**src/rtl/lt_pkg.sv**
```systemverilog
package lt_pkg;
  localparam int VEC_W         = 8;
  localparam int LVT_MASK_BIT  = 16;
  localparam int LVT_MODE_BIT  = 17;

  typedef enum logic [1:0] {
    SEL_LVT  = 2'd0,
    SEL_INIT = 2'd1,
    SEL_DIV  = 2'd2,
    SEL_CUR  = 2'd3
  } sel_e;

  typedef struct packed {
    logic             periodic;
    logic             masked;
    logic [VEC_W-1:0] vector;
  } lvt_t;
endpackage

```
**src/rtl/lt_cfg_regs.sv**
```systemverilog
module lt_cfg_regs
  import lt_pkg::*;
#(
  parameter int CNT_W   = 32,
  parameter int SHIFT_W = 3
) (
  input  logic               clk,
  input  logic               rst_n,
  input  logic               we,
  input  logic [1:0]         waddr,
  input  logic [CNT_W-1:0]   wdata,
  input  logic [1:0]         raddr,
  input  logic [CNT_W-1:0]   cur_cnt,
  output lvt_t               lvt,
  output logic [CNT_W-1:0]   init_cnt,
  output logic [SHIFT_W-1:0] div_sel,
  output logic               load,
  output logic [CNT_W-1:0]   rdata
);
  logic unused_wbits;
  assign unused_wbits = ^{wdata[CNT_W-1:LVT_MODE_BIT+1], wdata[LVT_MASK_BIT-1:VEC_W]};

  assign load = we && (sel_e'(waddr) == SEL_INIT);

  always_ff @(posedge clk) begin
    if (!rst_n) begin
      lvt.periodic <= 1'b0;
      lvt.masked   <= 1'b1;
      lvt.vector   <= '0;
      init_cnt     <= '0;
      div_sel      <= '0;
    end else if (we) begin
      unique case (sel_e'(waddr))
        SEL_LVT: begin
          lvt.periodic <= wdata[LVT_MODE_BIT];
          lvt.masked   <= wdata[LVT_MASK_BIT];
          lvt.vector   <= wdata[VEC_W-1:0];
        end
        SEL_INIT: init_cnt <= wdata;
        SEL_DIV:  div_sel  <= wdata[SHIFT_W-1:0];
        default: ;
      endcase
    end
  end

  always_comb begin
    rdata = '0;
    unique case (sel_e'(raddr))
      SEL_LVT: begin
        rdata[VEC_W-1:0]    = lvt.vector;
        rdata[LVT_MASK_BIT] = lvt.masked;
        rdata[LVT_MODE_BIT] = lvt.periodic;
      end
      SEL_INIT: rdata = init_cnt;
      SEL_DIV:  rdata[SHIFT_W-1:0] = div_sel;
      default:  rdata = cur_cnt;
    endcase
  end
endmodule

```
**src/rtl/lt_prescaler.sv**
```systemverilog
module lt_prescaler #(
  parameter int SHIFT_W = 3
) (
  input  logic               clk,
  input  logic               rst_n,
  input  logic               load,
  input  logic [SHIFT_W-1:0] div_sel,
  output logic               tick
);
  localparam int PRE_W = (1 << SHIFT_W) - 1;

  logic [SHIFT_W-1:0] shift_q;
  logic [PRE_W-1:0]   pre_q;
  logic [PRE_W-1:0]   lim;

  for (genvar i = 0; i < PRE_W; i++) begin : g_lim
    assign lim[i] = (32'(shift_q) > i);
  end

  assign tick = (pre_q == lim);

  always_ff @(posedge clk) begin
    if (!rst_n) begin
      shift_q <= '0;
      pre_q   <= '0;
    end else if (load) begin
      shift_q <= div_sel;
      pre_q   <= '0;
    end else if (tick) begin
      pre_q   <= '0;
    end else begin
      pre_q   <= pre_q + PRE_W'(1);
    end
  end
endmodule

```
**src/rtl/lt_downcount.sv**
```systemverilog
module lt_downcount #(
  parameter int CNT_W = 32
) (
  input  logic             clk,
  input  logic             rst_n,
  input  logic             load,
  input  logic [CNT_W-1:0] load_val,
  input  logic [CNT_W-1:0] reload_val,
  input  logic             periodic,
  input  logic             masked,
  input  logic             tick,
  output logic [CNT_W-1:0] cur,
  output logic             armed,
  output logic             expire
);
  logic boundary;
  assign boundary = armed && tick && (cur == '0);
  assign expire   = boundary && !masked;

  always_ff @(posedge clk) begin
    if (!rst_n) begin
      cur   <= '0;
      armed <= 1'b0;
    end else if (load) begin
      cur   <= load_val;
      armed <= (load_val != '0);
    end else if (armed && tick) begin
      if (cur == '0) begin
        if (periodic) cur   <= reload_val;
        else          armed <= 1'b0;
      end else begin
        cur <= cur - CNT_W'(1);
      end
    end
  end
endmodule

```
**src/rtl/lt_req.sv**
```systemverilog
module lt_req
  import lt_pkg::*;
(
  input  logic             clk,
  input  logic             rst_n,
  input  logic             expire,
  input  logic [VEC_W-1:0] vec_in,
  input  logic             ready,
  output logic             valid,
  output logic [VEC_W-1:0] vec_out
);
  always_ff @(posedge clk) begin
    if (!rst_n) begin
      valid   <= 1'b0;
      vec_out <= '0;
    end else if (expire) begin
      valid   <= 1'b1;
      vec_out <= vec_in;
    end else if (ready) begin
      valid   <= 1'b0;
    end
  end
endmodule

```
**src/rtl/lt_timer.sv**
```systemverilog
module lt_timer
  import lt_pkg::*;
#(
  parameter int CNT_W   = 32,
  parameter int SHIFT_W = 3
) (
  input  logic             clk,
  input  logic             rst_n,
  input  logic             cfg_we,
  input  logic [1:0]       cfg_waddr,
  input  logic [CNT_W-1:0] cfg_wdata,
  input  logic [1:0]       cfg_raddr,
  output logic [CNT_W-1:0] cfg_rdata,
  output logic             irq_valid,
  input  logic             irq_ready,
  output logic [VEC_W-1:0] irq_vector,
  output logic             due_pending
);
  lvt_t               lvt;
  logic [CNT_W-1:0]   init_cnt;
  logic [CNT_W-1:0]   cur_cnt;
  logic [SHIFT_W-1:0] div_sel;
  logic               load;
  logic               tick;
  logic               armed;
  logic               expire;
  logic               lvt_mask;

  assign lvt_mask = lvt.masked;

  lt_cfg_regs #(.CNT_W(CNT_W), .SHIFT_W(SHIFT_W)) u_regs (
    .clk(clk), .rst_n(rst_n), .we(cfg_we), .waddr(cfg_waddr), .wdata(cfg_wdata),
    .raddr(cfg_raddr), .cur_cnt(cur_cnt), .lvt(lvt), .init_cnt(init_cnt),
    .div_sel(div_sel), .load(load), .rdata(cfg_rdata)
  );

  lt_prescaler #(.SHIFT_W(SHIFT_W)) u_pre (
    .clk(clk), .rst_n(rst_n), .load(load), .div_sel(div_sel), .tick(tick)
  );

  lt_downcount #(.CNT_W(CNT_W)) u_cnt (
    .clk(clk), .rst_n(rst_n), .load(load), .load_val(cfg_wdata),
    .reload_val(init_cnt), .periodic(lvt.periodic), .masked(lvt.masked),
    .tick(tick), .cur(cur_cnt), .armed(armed), .expire(expire)
  );

  lt_req u_req (
    .clk(clk), .rst_n(rst_n), .expire(expire), .vec_in(lvt.vector),
    .ready(irq_ready), .valid(irq_valid), .vec_out(irq_vector)
  );

  assign due_pending = armed && !lvt.masked;
endmodule

```
**config.mk**
```make
export PLATFORM = sky130hd
export DESIGN_NAME = lt_timer
export DESIGN_NICKNAME = d
export VERILOG_FILES = /design/src/rtl/lt_pkg.sv /design/src/rtl/lt_cfg_regs.sv /design/src/rtl/lt_prescaler.sv /design/src/rtl/lt_downcount.sv /design/src/rtl/lt_req.sv /design/src/rtl/lt_timer.sv
export SDC_FILE = /design/constraint.sdc
export NUM_CORES = 1
export LEC_CHECK = 0
export BUFFER_PORTS_ARGS = -buffer_cell sky130_fd_sc_hd__buf_2
export CAP_MARGIN = 20
export CORE_MARGIN = 2
export CORE_UTILIZATION = 35
export DETAILED_ROUTE_END_ITERATION = 16
export PLACE_DENSITY = 0.59
export SYNTH_ARGS = -nofsm -noshare
export SYNTH_HDL_FRONTEND = slang
export SYNTH_SLANG_ARGS = --single-unit
```
**constraint.sdc**
```tcl
create_clock -name clk -period 2.95 [get_ports clk]
set_input_delay 0.7375 -clock clk [delete_from_list [all_inputs] [get_ports clk]]
set_output_delay 0.7375 -clock clk [all_outputs]
set_load 0.01 [all_outputs]
```
==> results.sh, run 1 <==
export IMPL_die_x_um=129
export IMPL_r2r_start="u_cnt.cur[13]"
export IMPL_row_count=45
export IMPL_avgSynthCellArea_um2=8.26
export IMPL_num_fill_cells=1591
export IMPL_clkLatencyLatePin_ns=0.35
export IMPL_dp_cells=937
export IMPL_cts_sinks=97
export IMPL_synth_fp_nets=706
export IMPL_yosysTopAreaCellShare_pct=35.5
export IMPL_clock_skew_ns=0.00726
export IMPL_tightestPinTransition_ns=0.608
export IMPL_cts_root_buf="clkbuf_16"
export IMPL_dp_hpwl_um=11500
export IMPL_crit_path_end_kind="register"
export IMPL_cts_tree="built"
export IMPL_cts_max_level=3
export IMPL_r2r_end="u_req.vec_out[0]"
export IMPL_ios=82
export IMPL_status="completed"
export IMPL_syn2layout_area_growth_pct=18.1
export IMPL_fp_dieH_um=129
export IMPL_wirelength_um=16000
export IMPL_synth_edf_count=0
export IMPL_p_total_mw=3.71
export IMPL_gr_total_overflow=0
export IMPL_drc_errors=0
export IMPL_die_area_um2=16700
export IMPL_initial_utilization_pct=35.9
export IMPL_synth_distinct_cells=54
export IMPL_yosys_warnings=0
export IMPL_place_congestion=0.855
export IMPL_io_buffers=81
export IMPL_track_usage_pct=20.0
export IMPL_reg2reg_depth=7
export IMPL_drt_initial_drc_count=333
export IMPL_netlist_area_um2=5480
export IMPL_finalCriticalPeriod_ns=2.83
export IMPL_ir_drop_uv=319
export IMPL_clock_path_buffers=2
export IMPL_finalSetupViolCount=0
export IMPL_grt_pass1_wl_um=26300
export IMPL_crit_path_max_fanout=9
export IMPL_antenna_found_initial=0
export IMPL_r2r_slack_ns=0.12
export IMPL_routedWlPerCell_um=16.9
export IMPL_drive_above_1_share_pct=18.8
export IMPL_path_class="register to register"
export IMPL_final_core_util_pct=42.4
export IMPL_endpoint="u_req.vec_out[0]"
export IMPL_setup_tns_ns=0
export IMPL_syn_inst=663
export IMPL_cts_made_buffers=9
export IMPL_path_clk_slew_ns=0.06
export IMPL_regArea_um2=1940
export IMPL_dr_pass1_iters=5
export IMPL_yosys_most_used_dff="dfxtp_1"
export IMPL_synthArstFlopShare_pct=0
export IMPL_vias=5127
export IMPL_synth_seq_cells=97
export IMPL_hold_violations=0
export IMPL_yosys_top_cells_area="dfxtp_1 (35%), mux2i_1 (9.3%), nand2_1 (7.2%), a21boi_0 (5.1%), nor2b_1 (5.0%)"
export IMPL_min_path_type="register to register"
export IMPL_cellLeakagePower_nw=2.56
export IMPL_drv_slew=0
export IMPL_period_share_pct=96.0
export IMPL_hold_slack_ns=0.485
export IMPL_max_slew_margin_pct=59.2
export IMPL_startpoint="u_cnt.cur[13]"
export IMPL_worstPathRequired_ns=3.19
export IMPL_grt_pass1_vias=5066
export IMPL_grt_max_degree=63
export IMPL_drv_cap=0
export IMPL_yosys_area_top_type="dfxtp_1"
export IMPL_layout_nets=780
export IMPL_yosys_top_cells_count="nand2_1 (105), dfxtp_1 (97), mux2i_1 (51)"
export IMPL_rsz0062_at_grt="no"
export IMPL_multi_input_area_um2=3290
export IMPL_final_antenna_net_count=0
export IMPL_crit_path_start_kind="register"
export IMPL_arrival_ns=3.08
export IMPL_synth_most_common_cell="nand2_1"
export IMPL_power_density_nw_per_um2=574
export IMPL_coreArea_um2=15300
export IMPL_postCtsSetupRepairBufs=0
export IMPL_fmax_ghz=0.353
export IMPL_diodes=0
export IMPL_fin_cells=950
export IMPL_ys_seq_area_share_pct=35.5
export IMPL_via_per_inst=5.40
## final cells by class
type / instances / area share, %
flip-flops and latches: 97 / 30.0
inverters: 6 / 0.348
repair buffers: 115 / 10.9
clock inverters: 1 / 0.0774
multi-input cells: 508 / 50.8
well taps: 211 / 4.08
clock buffers: 12 / 3.81
## sequential cells by signal, summed over array words and instances, names as in the netlist
register,flops
u_cnt.cur,32
u_req.vec_out,8
u_pre.pre_q,7
u_cnt.armed,1
u_req.valid,1
u_regs.init_cnt,32
u_regs.div_sel,3
u_pre.shift_q,3
u_regs.lvt,10
## logic make-up after synthesis
kind of cell,after synthesis,synth area share (%)
and+or+nand+nor,268,25.0
AOI/OAI and AO/OA,156,19.3
DFF,97,35.5
buffers and inverters,58,4.68
muxes,54,10.6
xor gates and xnor gates,27,4.32
adders and majority gates,3,0.686
## cells in the final DEF (no fill, tap or decap), types with 10 or more instances in the layout
| master | instances |
|---|---|
| nand2_1 | 105 |
| dfxtp_1 | 97 |
| buf_2 | 81 |
| mux2i_1 | 51 |
| nor2b_1 | 44 |
| o21ai_0 | 41 |
| a21boi_0 | 37 |
| nor2_1 | 32 |
| buf_4 | 30 |
| a22oi_1 | 19 |
| nor3_1 | 16 |
| nor4_1 | 15 |
| a21oi_1 | 14 |
| xnor2_1 | 14 |
| xor2_1 | 13 |
| nand3_1 | 10 |
| a221o_1 | 10 |
## report_power, final
part           internal [mW]  switching (mW)  total (mW)
sequential              1.37          0.0768        1.45
clock                  0.580           0.487        1.07
combinational          0.522           0.673        1.19
total                   2.48            1.24        3.71
## metrics by stage
stage / setup WS, ns / area, um2
2_1_floorplan: 0.0910 / 5480
3_3_place_gp: 0.178 / 6210
3_5_place_dp: 0.121 / 6210
4_1_cts: 0.105 / 6460
5_1_grt: 0.0256 / 6470
6_report: 0.117 / 6470
## how the worst min path moves through the flow
| stage | end | depth (start not counted) | startpoint | slack, ns |
|---|---|---|---|---|
| after floorplan | u_regs.init_cnt[1] | 2 | u_regs.init_cnt[1] | 0.45 |
| after global placement | u_regs.init_cnt[8] | 2 | u_regs.init_cnt[8] | 0.47 |
| after detailed placement | u_regs.init_cnt[12] | 2 | u_regs.init_cnt[12] | 0.48 |
| after CTS | u_regs.init_cnt[12] | 2 | u_regs.init_cnt[12] | 0.49 |
| after global routing | u_regs.init_cnt[2] | 2 | u_regs.init_cnt[2] | 0.52 |
| final | u_regs.init_cnt[12] | 2 | u_regs.init_cnt[12] | 0.49 |
## per-layer routing
| layer | wire length (um) | vias to the layer above | part of all wire [%] | global-route usage, % |
|---|---|---|---|---|
| met2 | 7400 | 159 | 46 | 32.3 |
| met4 | 312 | 0 | 1.9 | 7.29 |
| met3 | 868 | 24 | 5.4 | 3.26 |
| met1 | 7440 | 2424 | 46 | 27.1 |
| li1 | - | 2520 | - | - |
| met5 | 0 | - | 0 | 0 |
## worst max-delay path: stages (launching register included)
cell,delay [ns]
dfxtp_1,0.36
or4_1,0.59
or4_4,0.49
or4_4,0.58
nor3b_2,0.27
buf_12,0.18
mux2i_1,0.19
nor2b_1,0.06
## timing repair
action                     CTS  global route
setup endpoints to repair    0             1
gates resized for setup      0             1
hold buffers                 0             0
No activity file was read; power rests on OpenSTA's default activity.
==> run 2: changes to the inputs <==
--- a/config.mk
+++ b/config.mk
@@ -6,11 +6,10 @@
 export NUM_CORES = 1
 export LEC_CHECK = 0
 export BUFFER_PORTS_ARGS = -buffer_cell sky130_fd_sc_hd__buf_2
-export CAP_MARGIN = 20
-export CORE_MARGIN = 2
+export CORE_MARGIN = 5
 export CORE_UTILIZATION = 35
 export DETAILED_ROUTE_END_ITERATION = 16
-export PLACE_DENSITY = 0.59
+export PLACE_DENSITY = 0.6
 export SYNTH_ARGS = -nofsm -noshare
 export SYNTH_HDL_FRONTEND = slang
 export SYNTH_SLANG_ARGS = --single-unit
==> run 2 against run 1 <==
Against the previous run:
- via count grew 1.5%
- die area increased by 9.5%
- cell count up 0.32%
- global-route usage decreased by 1.7 points
- register-to-register slack is essentially flat
- count of clock-buffer cells in the layout rose by 1
- power barely moved
- combinational power barely moved
- hold slack worse by 0.0086 ns
- setup slack better by 0.0077 ns
- critical path type unchanged
- critical endpoint is now u_cnt.cur[21]
- highest routed layer unchanged
==> results.sh, run 2 (same netlist as run 1, synthesis figures left out) <==
export IMPL_crit_family="simple AND/OR/NAND/NOR gates"
export IMPL_startpoint="u_cnt.cur[14]"
export IMPL_io_buffers=81
export IMPL_fmax_ghz=0.354
export IMPL_crit_path_start_kind="register"
export IMPL_drt_initial_drc_count=564
export IMPL_cp_num_buf_inv=1
export IMPL_final_antenna_net_count=0
export IMPL_vias=5203
export IMPL_place_congestion=0.882
export IMPL_path_clk_slew_ns=0.07
export IMPL_diodes=0
export IMPL_place_ws_ns=0.121
export IMPL_cts_max_level=3
export IMPL_die_x_um=135
export IMPL_power_density_nw_per_um2=575
export IMPL_postCtsSetupRepairBufs=0
export IMPL_cts_made_buffers=9
export IMPL_path_class="register to register"
export IMPL_period_share_pct=95.8
export IMPL_min_path_type="register to register"
export IMPL_setup_tns_ns=0
export IMPL_fin_ws_ns=0.125
export IMPL_clock_skew_ns=0.00525
export IMPL_drive_above_1_share_pct=18.9
export IMPL_antenna_found_initial=0
export IMPL_cellLeakagePower_nw=2.55
export IMPL_clkLatencyLatePin_ns=0.35
export IMPL_hold_violations=0
export IMPL_finalCriticalPeriod_ns=2.82
export IMPL_wirelength_um=16300
export IMPL_arrival_ns=3.07
export IMPL_drv_cap=0
export IMPL_initial_utilization_pct=35.9
export IMPL_track_usage_pct=18.4
export IMPL_drv_slew=0
export IMPL_cts_sinks=97
export IMPL_final_common_cell="nand2_1"
export IMPL_cpMaxStageDelayCell="or4_1"
export IMPL_row_count=45
export IMPL_final_core_util_pct=42.3
export IMPL_dr_pass1_iters=6
export IMPL_dp_hpwl_um=11800
export IMPL_dpl_cell_area_um2=6200
export IMPL_path_cells="or4_1 -> or4_4 -> or4_4 -> buf_4 -> a21oi_1 -> a21oi_1 -> a221o_1"
export IMPL_slowest_delay_ns=0.57
export IMPL_ios=82
export IMPL_fp_dieH_um=135
export IMPL_die_area_um2=18200
export IMPL_reg_largest_list="u_cnt.cur (32), u_regs.init_cnt (32), u_regs.lvt (10)"
export IMPL_ir_drop_uv=271
export IMPL_layout_nets=780
export IMPL_coreArea_um2=15300
export IMPL_num_fill_cells=1543
export IMPL_max_slew_margin_pct=58.3
export IMPL_grt_pass1_wl_um=26800
export IMPL_grt_pass1_vias=5173
export IMPL_cts_root_buf="clkbuf_16"
export IMPL_via_per_inst=5.46
export IMPL_gr_total_overflow=0
export IMPL_r2r_start="u_cnt.cur[14]"
export IMPL_status="completed"
export IMPL_crit_path_end_kind="register"
export IMPL_grt_max_degree=63
export IMPL_worstPathRequired_ns=3.19
export IMPL_p_total_mw=3.71
export IMPL_routedWlPerCell_um=17.1
export IMPL_rsz0062_at_grt="no"
export IMPL_fin_area_um2=6460
export IMPL_final_cell_mix="nand2_1 (105), dfxtp_1 (97), buf_2 (81)"
export IMPL_cts_tree="built"
export IMPL_finalSetupViolCount=0
export IMPL_syn2layout_area_growth_pct=18.0
export IMPL_clock_path_buffers=2
export IMPL_crit_path_max_fanout=19
export IMPL_hp_start="u_regs.init_cnt[9]"
export IMPL_drc_errors=0
export IMPL_tightestPinTransition_ns=0.621
run 2: layer usage:
| metal | vias up | GRT usage (%) | share of wire [%] |
|---|---|---|---|
| met5 | - | 0 | 0 |
| met4 | 0 | 8.40 | 2.8 |
| met3 | 27 | 3.73 | 6.2 |
| met2 | 163 | 29.2 | 46 |
| met1 | 2503 | 24.0 | 45 |
| li1 | 2510 | - | - |
run 2: final timing paths:
kind / end / slack (ns) / cells past startpoint
min: u_regs.init_cnt[9] / 0.48 / 2
max reg2reg: u_cnt.cur[21] / 0.13 / 7
max: u_cnt.cur[21] / 0.13 / 7
min reg2reg: u_regs.init_cnt[9] / 0.48 / 2
run 2: power by group:
group	internal, mW	leakage, nW	switching [mW]
Sequential	1.37	0.788	0.0757
Clock	0.571	0.124	0.508
Combinational	0.511	1.64	0.675
Total	2.45	2.55	1.26
run 2: tightest hold or removal path, stage by stage (launching register included):
cell	delay, ns
dfxtp_1	0.32
nand2_1	0.05
a21boi_0	0.06
run 2: through the flow:
stage	instances	hold WS [ns]
after floorplan	663	0.450
after global placement	937	0.465
after detailed placement	937	0.473
after CTS	953	0.483
after global routing	953	0.498
final	953	0.476
run 2: final cells by class:
class                      count  area, um2  share of cell area (%)
clock inverter                 3       17.5                   0.271
clock buffer                  13        240                    3.72
tap                          211        264                    4.09
timing repair buffer         115        689                    10.7
inverter                       6       22.5                   0.349
sequential                    97       1940                    30.1
multi-input combinational    508       3290                    50.9
run 2: repair_timing:
action	4_1_cts	5_1_grt
hold buffers	0	0
endpoints found under the setup margin	0	1
gates resized for setup	0	1
endpoints found under the hold margin	0	0
